$ cat config.mk
export PLATFORM = sky130hd
export DESIGN_NAME = idle_reset_ctrl
export DESIGN_NICKNAME = d
export VERILOG_FILES = /design/src/rtl/irc_pkg.sv /design/src/rtl/irc_sync.sv /design/src/rtl/irc_pulse_qual.sv /design/src/rtl/irc_idle_reg.sv /design/src/rtl/idle_reset_ctrl.sv
export SDC_FILE = /design/constraint.sdc
export NUM_CORES = 1
export LEC_CHECK = 0
export ABC_AREA = 1
export BUFFER_PORTS_ARGS = -buffer_cell sky130_fd_sc_hd__clkbuf_2
export CAP_MARGIN = 0
export CORE_AREA = 2 2 39 41
export CTS_CLUSTER_DIAMETER = 30
export DETAILED_ROUTE_END_ITERATION = 10
export DIE_AREA = 0 0 41 43
export SLEW_MARGIN = 20
export SYNTH_ARGS = -nofsm -noshare
export SYNTH_HDL_FRONTEND = slang
export SYNTH_SLANG_ARGS = --single-unit
$ cat constraint.sdc
create_clock -name clk -period 1 [get_ports clk]
set_input_delay 0 -clock clk [delete_from_list [all_inputs] [get_ports clk]]
set_output_delay 0 -clock clk [all_outputs]
set_load 0.05 [all_outputs]
$ cat src/rtl/irc_pkg.sv
package irc_pkg;
  localparam int unsigned IRC_SYNC_STAGES = 2;
  localparam int unsigned IRC_MIN_TICKS   = 2;
  localparam int unsigned IRC_N_IRQ       = 4;

  typedef struct packed {
    logic cpu_en;
    logic per_en;
    logic rst;
  } irc_out_t;
endpackage

$ cat src/rtl/irc_sync.sv
module irc_sync #(
  parameter int unsigned STAGES = 2
) (
  input  logic clk,
  input  logic rst_n,
  input  logic d_in,
  output logic d_out
);
  logic [STAGES-1:0] sr_q;

  for (genvar i = 0; i < STAGES; i++) begin : g_stage
    if (i == 0) begin : g_first
      always_ff @(posedge clk or negedge rst_n) begin
        if (!rst_n) sr_q[0] <= 1'b0;
        else        sr_q[0] <= d_in;
      end
    end else begin : g_rest
      always_ff @(posedge clk or negedge rst_n) begin
        if (!rst_n) sr_q[i] <= 1'b0;
        else        sr_q[i] <= sr_q[i-1];
      end
    end
  end

  assign d_out = sr_q[STAGES-1];
endmodule

$ cat src/rtl/irc_pulse_qual.sv
module irc_pulse_qual #(
  parameter int unsigned MIN_TICKS = 2
) (
  input  logic clk,
  input  logic rst_n,
  input  logic pin_sync,
  input  logic tick,
  output logic qual_rst
);
  localparam int unsigned CNT_W = $clog2(MIN_TICKS + 1);
  localparam logic [CNT_W-1:0] LAST = CNT_W'(MIN_TICKS - 1);

  logic [CNT_W-1:0] cnt_q, cnt_d;
  logic             rst_q, rst_d;

  always_comb begin
    cnt_d = cnt_q;
    rst_d = rst_q;
    if (!pin_sync) begin
      cnt_d = '0;
      rst_d = 1'b0;
    end else if (tick && !rst_q) begin
      if (cnt_q == LAST) rst_d = 1'b1;
      else               cnt_d = cnt_q + 1'b1;
    end
  end

  always_ff @(posedge clk or negedge rst_n) begin
    if (!rst_n) begin
      cnt_q <= '0;
      rst_q <= 1'b0;
    end else begin
      cnt_q <= cnt_d;
      rst_q <= rst_d;
    end
  end

  assign qual_rst = rst_q;
endmodule

$ cat src/rtl/irc_idle_reg.sv
module irc_idle_reg #(
  parameter int unsigned N_IRQ = 4
) (
  input  logic             clk,
  input  logic             rst_n,
  input  logic             wr_en,
  input  logic             wr_idle_bit,
  input  logic [N_IRQ-1:0] irq_pend,
  input  logic [N_IRQ-1:0] irq_en,
  input  logic             sys_rst,
  output logic             idle
);
  logic idle_q, idle_d;
  logic wake, set_req;

  always_comb begin
    wake    = |(irq_pend & irq_en);
    set_req = wr_en && wr_idle_bit && !idle_q;
    idle_d  = idle_q;
    if (sys_rst)      idle_d = 1'b0;
    else if (wake)    idle_d = 1'b0;
    else if (set_req) idle_d = 1'b1;
  end

  always_ff @(posedge clk or negedge rst_n) begin
    if (!rst_n) idle_q <= 1'b0;
    else        idle_q <= idle_d;
  end

  assign idle = idle_q;
endmodule

$ cat src/rtl/idle_reset_ctrl.sv
module idle_reset_ctrl
  import irc_pkg::*;
#(
  parameter int unsigned N_IRQ       = IRC_N_IRQ,
  parameter int unsigned MIN_TICKS   = IRC_MIN_TICKS,
  parameter int unsigned SYNC_STAGES = IRC_SYNC_STAGES
) (
  input  logic             clk,
  input  logic             rst_n,
  input  logic             mc_tick,
  input  logic             pwr_we,
  input  logic [7:0]       pwr_wdata,
  input  logic [N_IRQ-1:0] irq_pending,
  input  logic [N_IRQ-1:0] irq_enable,
  input  logic             ext_rst_pin,
  output logic             cpu_clk_en,
  output logic             per_clk_en,
  output logic             int_rst
);
  logic     pin_s;
  logic     qual_rst;
  logic     idle;
  irc_out_t outs;

  irc_sync #(.STAGES(SYNC_STAGES)) u_sync (
    .clk   (clk),
    .rst_n (rst_n),
    .d_in  (ext_rst_pin),
    .d_out (pin_s)
  );

  irc_pulse_qual #(.MIN_TICKS(MIN_TICKS)) u_qual (
    .clk      (clk),
    .rst_n    (rst_n),
    .pin_sync (pin_s),
    .tick     (mc_tick),
    .qual_rst (qual_rst)
  );

  irc_idle_reg #(.N_IRQ(N_IRQ)) u_idle (
    .clk         (clk),
    .rst_n       (rst_n),
    .wr_en       (pwr_we),
    .wr_idle_bit (pwr_wdata[0]),
    .irq_pend    (irq_pending),
    .irq_en      (irq_enable),
    .sys_rst     (qual_rst),
    .idle        (idle)
  );

  always_comb begin
    outs.rst    = qual_rst;
    outs.per_en = !qual_rst;
    outs.cpu_en = !qual_rst && !idle;
  end

  assign cpu_clk_en = outs.cpu_en;
  assign per_clk_en = outs.per_en;
  assign int_rst    = outs.rst;
endmodule

# == After elaboration in Yosys (flattened, before gate mapping) ==
# Cells that the tools add are included.
# word_totals
register_bits,6
inputBits,21
out_inout_bits,3
wordCells,30
# classes
addsub,1
eq_ne,4
mux,9
n_bitwise,1
n_reduce_logical,10
# op_table
op,n
$mux W1,6
$mux W2,3
$and A4 B4 Y4,1
$logic_and A1 B1 Y1,4
$ne A2 B1 Y1 const B,2
$reduce_and A2 Y1,2
$reduce_or A4 Y1,1
$reduce_bool A3 Y1,1
$add A2 B1 Y2 const B,1
$eq A2 B1 Y1 const B,1
$logic_not A1 Y1,2
$ne A2 B2 Y1 const B,1

# == Depth between registers and ports, before layout ==
# Gate-level depths: netlist of run 1.
# depth
word_depth,5
mapped_depth,6
depth_no_buf,6

# == Hierarchy ==
# From an unflattened synthesis of run 1, not the netlist that was laid out.
# unflattened
hier_cells,36
hier_area_um2,284.0
# modules_own_cells
module,n_inst,cells_each,area_per_inst_um2,seq_area_each_um2
irc_pulse_qual,1,21,155.1,75.1
irc_idle_reg,1,11,71.3,25.0
irc_sync,1,2,50.0,50.0
idle_reset_ctrl,1,2,7.5,0.0

# == Worst setup path before layout of run 1 ==
# Ideal clock, no wire load.
# synth_timing
kind,flip-flop to flip-flop
from,"reg u_qual.rst_q, in the netlist u_qual.qual_rst"
to,"reg u_qual.rst_q, in the netlist u_qual.qual_rst"
setup_ps,81
t_arrival_ps,1247
t_required_ps,919
path_slack_ps,-328
path_stages_with_launch,3
path_buffers,0
synth_period_minus_slack_ps,1328
cell_sequence,dfrtp_1 inv_1 a21boi_1
# synth_between
elab_chain_len,4
# synth_rtl
item,line,source
from (decl),irc_pulse_qual.sv:14,"logic rst_q, rst_d;"
from (signal assigned),irc_pulse_qual.sv:34,rst_q <= rst_d;
$logic_not A1 Y1,-,
via per_clk_en,idle_reset_ctrl.sv:17,"output logic per_clk_en,"
$logic_and A1 B1 Y1,irc_pulse_qual.sv:22,end else if (tick && !rst_q) begin
$ne A2 B1 Y1 (no source line),-,
$reduce_and A2 Y1 (no source line),-,
# The timed path passes the listed nets, and every way through them passes these cells.
# A chain may end at the register's enable or synchronous reset.

# == Worst setup path after layout of run 1 ==
# layout_timing
from,reg u_qual.cnt_q[1]
to,reg u_qual.cnt_q[0]
# layout_between
elab_chain_len,3
# layout_rtl
item,line,source
from (decl),irc_pulse_qual.sv:13,"logic [CNT_W-1:0] cnt_q, cnt_d;"
from (signal assigned),irc_pulse_qual.sv:33,cnt_q <= cnt_d;
$eq A2 B1 Y1,irc_pulse_qual.sv:23,if (cnt_q == LAST) rst_d = 1'b1;
$ne A2 B2 Y1 (no source line),-,
$reduce_and A2 Y1 (no source line),-,
# No other way between the ends.

==> flow_metrics.env, run 1 <==
export IMPL_status="finished, final reports clean"
export IMPL_cp_cell_sequence="inv_2, ha_4, nor2_4, nand3_2, nand2_1, nor2_1"
export IMPL_yosys_warnings=0
export IMPL_tightest_slew_ns=0.248
export IMPL_wl_per_cell_um=9.86
export IMPL_crit_buf_inv=1
export IMPL_synth_async_reset_ratio_pct=100
export IMPL_cpMaxStageDelayCell="dfrtp_1"
export IMPL_max_cap_violations=0
export IMPL_die_w_um=41
export IMPL_finalWorstSetupSlack_ns=0.00444
export IMPL_avgSynthCellArea_um2=8.60
export IMPL_drive_gt1_share_pct=50.0
export IMPL_cp_max_fo=4
export IMPL_seq_area_um2=151
export IMPL_required_ns=1.13
export IMPL_yosys_cell_types_count=9
export IMPL_period_share_pct=99.6
export IMPL_drtPass1Iterations=4
export IMPL_criticalPathCategory="reg -> reg"
export IMPL_yosys_cell_count_top_type="nand2_1"
export IMPL_antenna_found_initial=0
export IMPL_leakage_nw=0.258
export IMPL_synth_edff_count=0
export IMPL_relSlewSlack_pct=83.6
export IMPL_placed_cell_area_um2=378
export IMPL_cts_htree_levels=1
export IMPL_die_area_um2=1760
export IMPL_maxUsedRoutingLayer="met3"
export IMPL_holdPathStages=4
export IMPL_antenna_cells=0
export IMPL_grt_use_total_pct=8.77
export IMPL_viasPerCell=4.24
export IMPL_drt_iter0_drc=14
export IMPL_num_nets_final=81
export IMPL_synth_area_leaders="dfrtp_1 56%, nand2_1 13%, a21oi_1 5.6%"
export IMPL_synthDominantCellAreaShare_pct=56.3
export IMPL_cts_num_sinks=6
export IMPL_design_area_um2=503
export IMPL_cts_root_buffer="clkbuf_4"
export IMPL_overflow=0
export IMPL_rsz0062_at_grt="true"
export IMPL_synth_area_um2=267
export IMPL_fin_worst_skew_ns=0.0163
export IMPL_cts_made_buffers=3
export IMPL_synth_flop_cell="dfrtp_1"
export IMPL_hold_class="in -> reg"
export IMPL_fillers=136
export IMPL_synthCells=31
export IMPL_via_count=314
export IMPL_start_util_pct=19.3
export IMPL_worst_path_stages=6
export IMPL_cts_max_path_buffers=2
export IMPL_grt_pass1_wl_um=986
export IMPL_crit_arrival_ns=1.12
export IMPL_setup_tns_ns=0
export IMPL_grt_start_max_net_pins=7
export IMPL_setup_viol=0
export IMPL_io_pins=24
export IMPL_pre_cts_ws_ns=-0.0462
export IMPL_dp_hpwl_um=470
export IMPL_wl_met1_um=268
export IMPL_wl_met3_um=49
export IMPL_ys_seq_elements=6
export IMPL_synth_top_area_cell="dfrtp_1"
export IMPL_dr_wl_met2_um=412
export IMPL_grt_pass1_vias=258
export IMPL_maxSlewViolCount=0
export IMPL_drc=0
export IMPL_core_um2=1380
export IMPL_wirelength_um=730
export IMPL_cts_tree="yes"
export IMPL_gp_congestion=0.578
export IMPL_multi_input_area_um2=135
export IMPL_cts_clk_slew_worst_paths_ns=0.06
export IMPL_rows=14
export IMPL_hold_viol_final=0
export IMPL_path_delay_family="flip-flops"
export IMPL_power_density_nw_per_um2=1530
export IMPL_clk_latency_ns=0.25
export IMPL_crit_path_max_incr_delay_ns=0.36
export IMPL_synth_seq_area_share_pct=56.3
export IMPL_start_kind="flip-flop"
export IMPL_yosys_top_cells_count="9 x nand2_1, 6 x dfrtp_1, 4 x nor2_1"
export IMPL_die_y_um=43
export IMPL_fmax_ghz=1.00
export IMPL_ant_nets=0
export IMPL_vdd_drop_max_uv=436
export IMPL_period_minus_slack_ns=0.996
export IMPL_portBuffers=16
export IMPL_syn_to_final_growth_pct=88.7
export IMPL_end_kind="flip-flop"
export IMPL_syn_nets=53
export IMPL_rr_worst_depth=6
through the flow:
step	util (%)	power, mW	instances	hold slack [ns]
2_1_floorplan	-	0.381	31	-0.296
3_3_place_gp	27.3	0.439	64	-0.165
3_5_place_dp	27.3	0.442	64	-0.162
4_1_cts	34.0	0.733	73	0.00388
5_1_grt	36.3	0.816	74	0.0143
6_report	36.3	0.770	74	0.00327
final cells by class:
cell class / count / share of cell area [%]
repair buffers: 23 / 31.6
flip-flops and latches: 6 / 30.1
multi-input cells: 22 / 26.9
clock buffers: 4 / 5.22
well taps: 16 / 3.98
inverters: 3 / 2.24
cells by family after synthesis:
kind of cell,after synthesis,synth area share (%)
and+or+nand+nor,17,26.3
DFF,6,56.3
adders and majority gates,1,4.69
buffers and inverters,3,4.23
AOI/OAI and AO/OA,4,8.45
flip-flops by register name, indices dropped and copies added (netlist names):
register         flops
u_idle.idle          1
u_qual.cnt_q         2
u_qual.qual_rst      1
u_sync.d_out         1
u_sync.sr_q          1
metal layers:
layer	global-route usage, %	up-vias
li1	-	154
met2	13.1	10
met1	8.79	150
met4	2.00	0
met3	7.85	0
met5	0	-
repair_timing:
action / in CTS / in global routing
endpoints found under the hold margin: 8 / 0
hold buffers: 4 / 0
resized for setup: 5 / 8
setup endpoints to repair: 4 / 5
setup buffers: 1 / 1
pin swaps: 2 / 2
tightest hold or removal path: stages:
cell and delay, ns:
clkbuf_2 0.07, nand2_1 0.04, nand3_1 0.07, nor2_1 0.04
report_power, final:
part	leakage (nW)	switching [mW]	internal [mW]
Sequential	0.0751	0.0193	0.264
Combinational	0.167	0.119	0.116
Clock	0.0150	0.0991	0.152
Total	0.258	0.238	0.532
placed cells by master, fill, tap and decap left out, drive strengths merged:
cell and instances:
a21boi 1, a21oi 3, buf 6, clkbuf 17, dfrtp 6, dlygate4sd3 4
ha 1, inv 3, nand2 9, nand3 3, nor2 5
path summary, 6_finish.rpt:
path	start	to	slack [ns]
max in group asynchronous	rst_n	u_qual.cnt_q[0]	0.71
setup / recovery	u_qual.cnt_q[1]	u_qual.cnt_q[0]	0.004
hold reg to reg	u_sync.sr_q[0]	u_sync.d_out	0.34
hold / removal	irq_enable[1]	u_idle.idle	0.003
min in group asynchronous	rst_n	u_idle.idle	0.11
setup reg to reg	u_qual.cnt_q[1]	u_qual.cnt_q[0]	0.004
No activity file was read; power rests on OpenSTA's default activity.
==> run 2, diff against run 1 <==
==> constraint.sdc (replaced) <==
create_clock -name clk -period 0.9 [get_ports clk]
set_input_delay 0 -clock clk [delete_from_list [all_inputs] [get_ports clk]]
set_output_delay 0 -clock clk [all_outputs]
set_load 0.05 [all_outputs]
==> run 2 against run 1 <==
The flow now finishes with violations (negative setup slack). Global-route usage about the same. Die area unchanged. Setup slack got worse by 0.087 ns. Via count decreased by 7.6%. Worst hold slack improved by 0.0089 ns. Non-clock buffer count unchanged. Sequential share of layout area increased by 0.15 points. Critical path type unchanged. Critical endpoint unchanged. Largest cell class unchanged. Highest routed layer unchanged.
==> flow_metrics.env, run 2 (synthesis results as in run 1) <==
export IMPL_status="finished with violations"
export IMPL_violations="negative setup slack"
export IMPL_hold_viol_final=0
export IMPL_core_um2=1380
export IMPL_multi_input_area_um2=123
export IMPL_period_minus_slack_ns=0.983
export IMPL_maxSlewViolCount=0
export IMPL_fmax_ghz=1.02
export IMPL_grt_pass1_wl_um=966
export IMPL_cts_made_buffers=3
export IMPL_portBuffers=16
export IMPL_dp_hpwl_um=468
export IMPL_wl_per_cell_um=8.43
export IMPL_required_ns=1.03
export IMPL_die_y_um=43
export IMPL_wl_met1_um=236
export IMPL_drc=0
export IMPL_criticalPathCategory="reg -> reg"
export IMPL_period_share_pct=109
export IMPL_grt_start_max_net_pins=7
export IMPL_power_frac_comb_pct=29.9
export IMPL_seq_area_um2=151
export IMPL_fillers=142
export IMPL_drive_gt1_share_pct=48.3
export IMPL_finalWorstSetupSlack_ns=-0.0829
export IMPL_tightest_slew_ns=0.152
export IMPL_drtPass1Iterations=2
export IMPL_wl_met3_um=31
export IMPL_num_nets_final=81
export IMPL_largest_reg_flops=2
export IMPL_cpMaxStageDelayCell="dfrtp_1"
export IMPL_p_int_mw=0.583
export IMPL_leakage_nw=0.256
export IMPL_gp_congestion=0.554
export IMPL_p_seq_share_pct=37.6
export IMPL_layout_commonest_cell="clkbuf_2"
export IMPL_cts_max_path_buffers=2
export IMPL_total_power_mw=0.820
export IMPL_vdd_drop_max_uv=552
export IMPL_ant_nets=0
export IMPL_cts_root_buffer="clkbuf_4"
export IMPL_overflow=0
export IMPL_grt_use_total_pct=8.81
export IMPL_dr_wl_met2_um=356
export IMPL_p_switching_mw=0.237
export IMPL_cts_num_sinks=6
export IMPL_antenna_found_initial=0
export IMPL_placed_cell_area_um2=380
export IMPL_cp_cell_sequence="inv_1, ha_2, nor2_4, nand3_1, nand2_1, nor2_1"
export IMPL_relSlewSlack_pct=89.8
export IMPL_top_register="u_qual.cnt_q"
export IMPL_start_util_pct=19.3
export IMPL_maxUsedRoutingLayer="met3"
export IMPL_switching_share_pct=28.9
export IMPL_antenna_cells=0
export IMPL_viasPerCell=3.92
export IMPL_die_w_um=41
export IMPL_drt_iter0_drc=1
export IMPL_fin_worst_skew_ns=0.00587
export IMPL_via_count=290
export IMPL_grt_pass1_vias=279
export IMPL_clk_latency_ns=0.24
export IMPL_crit_path_max_incr_delay_ns=0.34
export IMPL_wirelength_um=624
export IMPL_die_area_um2=1760
export IMPL_syn_to_final_growth_pct=87.8
export IMPL_power_density_nw_per_um2=1640
export IMPL_cp_max_fo=4
export IMPL_design_area_um2=500
export IMPL_cts_clk_slew_worst_paths_ns=0.05
export IMPL_rows=14
export IMPL_rsz0062_at_grt="true"
export IMPL_start_kind="flip-flop"
export IMPL_max_cap_violations=0
export IMPL_end_kind="flip-flop"
export IMPL_cts_htree_levels=1
export IMPL_p_clk_share_pct=32.5
export IMPL_setup_viol=5
export IMPL_crit_arrival_ns=1.11
export IMPL_final_cell_mix="13 x clkbuf_2, 9 x nand2_1, 5 x dfrtp_1"
export IMPL_hold_class="in -> reg"
export IMPL_io_pins=24
export IMPL_cts_tree="yes"
==> run 2: per-stage QoR <==
stage	hold WS, ns	cells	worst slack [ns]	util, %	TNS [ns]
2_1_floorplan	-0.296	31	-0.247	-	-0.520
3_3_place_gp	-0.166	64	-0.109	27.5	-0.212
3_5_place_dp	-0.165	64	-0.124	27.5	-0.238
4_1_cts	0.00112	74	-0.0822	36.0	-0.372
5_1_grt	0.0161	74	-0.136	36.2	-0.540
6_report	0.0122	74	-0.0829	36.2	-0.268
==> run 2: layout make-up <==
class | instances | area share (%)
Tap cell | 16 | 4.00
Multi-Input combinational cell | 22 | 24.5
Inverter | 3 | 2.25
Sequential cell | 6 | 30.2
Clock buffer | 4 | 5.25
Timing Repair Buffer | 23 | 33.8
==> run 2: critical path: cells and delay by family, from the launching register on <==
| family | cells | cell delay, ns |
|---|---|---|
| flip-flops | 1 | 0.34 |
| AND/OR/NAND/NOR | 4 | 0.29 |
| adder cells (fa/ha/maj) | 1 | 0.19 |
| buffers and inverters | 1 | 0.05 |
==> run 2: layer usage <==
layer	GRT usage [%]	vias to the layer above
met2	14.1	6
li1	-	154
met3	6.28	0
met1	6.93	130
met4	6.00	0
met5	0	-
==> run 2: repair_timing <==
item / CTS / global route
setup endpoints to repair: 6 / 6
buffers inserted: 2 / 0
pin swaps: 4 / 1
resized for setup: 9 / 2
hold buffers: 4 / 0
hold endpoints to repair: 8 / 0
==> run 2: power groups by stage <==
stage                     sequential [mW]  clock [mW]  combinational (mW)
final                               0.309       0.266               0.245
after global placement              0.314           0               0.176
after detailed placement            0.314           0               0.179
after floorplan                     0.324           0               0.101
after global routing                0.311       0.303               0.266
after CTS                           0.309       0.287               0.241
==> run 2: worst paths after layout <==
kind	start	endpoint	slack [ns]	cells past startpoint
min in group asynchronous	rst_n	u_idle.idle	0.13	2
worst max register to register	u_qual.cnt_q[1]	u_qual.cnt_q[0]	-0.08	6
worst min register to register	u_sync.sr_q[0]	u_sync.d_out	0.34	0
worst max-delay path	u_qual.cnt_q[1]	u_qual.cnt_q[0]	-0.08	6
max in group asynchronous	rst_n	u_qual.qual_rst	0.61	2
worst min-delay path	irq_pending[1]	u_idle.idle	0.01	4
==> run 3, diff against run 2 <==
--- a/config.mk
+++ b/config.mk
@@ -12,6 +12,7 @@
 export CTS_CLUSTER_DIAMETER = 30
 export DETAILED_ROUTE_END_ITERATION = 10
 export DIE_AREA = 0 0 41 43
+export SKIP_LAST_GASP = 1
 export SLEW_MARGIN = 20
 export SYNTH_ARGS = -nofsm -noshare
 export SYNTH_HDL_FRONTEND = slang
==> constraint.sdc (replaced) <==
create_clock -name clk -period 1.3 [get_ports clk]
set_input_delay 0 -clock clk [delete_from_list [all_inputs] [get_ports clk]]
set_output_delay 0 -clock clk [all_outputs]
set_load 0.05 [all_outputs]
==> run 3 against run 2 <==
The flow now finishes without violations. Core utilization decreased by 6.2 points. Global-route usage decreased by 1.1 points. Non-clock buffer count is 5 lower. Final cell count shrank 6.8%. Design area is 17% lower. First-iteration DRC count grew to 3.0 times the previous value. Sequential power fell by 31%. Worst hold slack improved by 0.0053 ns. Die area did not move. Register-to-register slack better by 0.32 ns. Power down 37%. Critical endpoint is now cpu_clk_en. Largest power group unchanged.
==> flow_metrics.env, run 3 (synthesis results as in run 1) <==
export IMPL_status="finished, final reports clean"
export IMPL_cp_max_fo=5
export IMPL_p_seq_share_pct=41.5
export IMPL_cts_made_buffers=3
export IMPL_via_count=271
export IMPL_cts_resized=0
export IMPL_switching_share_pct=29.2
export IMPL_required_ns=1.30
export IMPL_tightest_slew_ns=0.281
export IMPL_wl_met3_um=36
export IMPL_wl_met1_um=211
export IMPL_r2r_slack_ns=0.24
export IMPL_hold_viol_final=0
export IMPL_rows=14
export IMPL_power_density_nw_per_um2=1250
export IMPL_p_int_mw=0.366
export IMPL_dp_hpwl_um=447
export IMPL_viasPerCell=3.93
export IMPL_wl_per_cell_um=7.58
export IMPL_layout_commonest_cell="clkbuf_2"
export IMPL_period_minus_slack_ns=1.07
export IMPL_fin_worst_skew_ns=0.00744
export IMPL_ant_nets=0
export IMPL_post_cts_setup_buffer_count=0
export IMPL_max_cap_violations=0
export IMPL_drt_iter0_drc=3
export IMPL_core_um2=1380
export IMPL_cts_htree_levels=1
export IMPL_fillers=146
export IMPL_num_nets_final=76
export IMPL_period_share_pct=82.2
export IMPL_leakage_nw=0.222
export IMPL_dr_wl_met2_um=275
export IMPL_setup_tns_ns=0
export IMPL_drtPass1Iterations=4
export IMPL_setup_viol=0
export IMPL_gp_congestion=0.550
export IMPL_cts_clk_slew_worst_paths_ns=0.05
export IMPL_start_kind="flip-flop"
export IMPL_grt_pass1_wl_um=841
export IMPL_drive_gt1_share_pct=39.6
export IMPL_grt_use_total_pct=7.68
export IMPL_cts_root_buffer="clkbuf_4"
export IMPL_drc=0
export IMPL_portBuffers=16
export IMPL_crit_arrival_ns=1.07
export IMPL_largest_reg_flops=2
export IMPL_fmax_ghz=0.936
export IMPL_antenna_found_initial=0
export IMPL_cts_tree="yes"
export IMPL_grt_start_max_net_pins=7
export IMPL_relSlewSlack_pct=81.3
export IMPL_clk_latency_ns=0.24
export IMPL_final_cell_mix="16 x clkbuf_2, 9 x nand2_1, 5 x dfrtp_1"
export IMPL_grt_pass1_vias=240
export IMPL_vdd_drop_max_uv=438
export IMPL_antenna_cells=0
export IMPL_wirelength_um=523
export IMPL_hold_class="in -> reg"
export IMPL_p_switching_mw=0.151
export IMPL_cts_max_path_buffers=2
export IMPL_overflow=0
export IMPL_hold_buffers=2
export IMPL_io_pins=24
export IMPL_end_kind="primary output"
export IMPL_maxSlewViolCount=0
export IMPL_top_register="u_qual.cnt_q"
export IMPL_syn_to_final_growth_pct=55.4
export IMPL_criticalPathCategory="reg -> out"
export IMPL_rsz0062_at_grt="false"
export IMPL_die_area_um2=1760
export IMPL_total_power_mw=0.517
export IMPL_p_clk_share_pct=35.6
export IMPL_start_util_pct=19.3
export IMPL_cts_num_sinks=6
export IMPL_maxUsedRoutingLayer="met3"
export IMPL_power_frac_comb_pct=22.9
export IMPL_die_w_um=41
export IMPL_die_y_um=43
==> run 3: cell types whose count changed in the layout (fill, tap and decap cells not counted), moves of 2 or more <==
cell           previous run  this run
dlygate4sd3_1             4         2
buf_8                     2         0
buf_4                     2         0
clkbuf_2                 13        16
==> run 3: layout make-up <==
type                       instances  area (um2)  share of cell area (%)
multi-input combinational         22         105                    25.4
sequential                         6         151                    36.6
timing repair buffer              18         100                    24.2
inverter                           3        11.3                    2.72
tap                               16        20.0                    4.83
clock buffer                       4        26.3                    6.34
==> run 3: power by group through the flow <==
| stage | Clock [mW] | Combinational [mW] | Sequential, mW |
|---|---|---|---|
| finish | 0.184 | 0.118 | 0.214 |
| detailed placement | 0 | 0.116 | 0.217 |
| CTS | 0.196 | 0.121 | 0.214 |
| global placement | 0 | 0.112 | 0.217 |
| global route | 0.218 | 0.132 | 0.216 |
| floorplan | 0 | 0.0679 | 0.223 |
==> run 3: worst paths after layout <==
kind,startpoint,end,cells after the start
max in group asynchronous,rst_n,u_qual.qual_rst,2
min reg2reg,u_sync.sr_q[0],u_sync.d_out,0
min,irq_enable[0],u_idle.idle,4
max reg2reg,u_qual.cnt_q[0],u_qual.cnt_q[1],5
min in group asynchronous,rst_n,u_qual.cnt_q[1],2
max,u_qual.qual_rst,cpu_clk_en,2
==> run 3: stage by stage <==
step | instances | worst slack, ns | instance area, um2 | util, % | hold WS (ns)
floorplan | 31 | 0.0810 | 268 | - | -0.296
global placement | 63 | 0.259 | 368 | 26.6 | -0.163
detailed placement | 63 | 0.231 | 368 | 26.6 | -0.164
CTS | 69 | 0.218 | 414 | 29.9 | 0.00915
global route | 69 | 0.154 | 414 | 29.9 | 0.0234
finish | 69 | 0.232 | 414 | 29.9 | 0.0175
==> run 3: worst max-delay path, cell delays in order (launching register included) <==
cell,delay (ns)
dfrtp_2,0.43
nor2_1,0.11
clkbuf_2,0.28
==> run 3: per-layer routing <==
metal  vias up  GRT usage, %
met2         6          11.9
li1        144             -
met3         0          6.28
met5         -             0
met1       121          6.56
met4         0          4.00
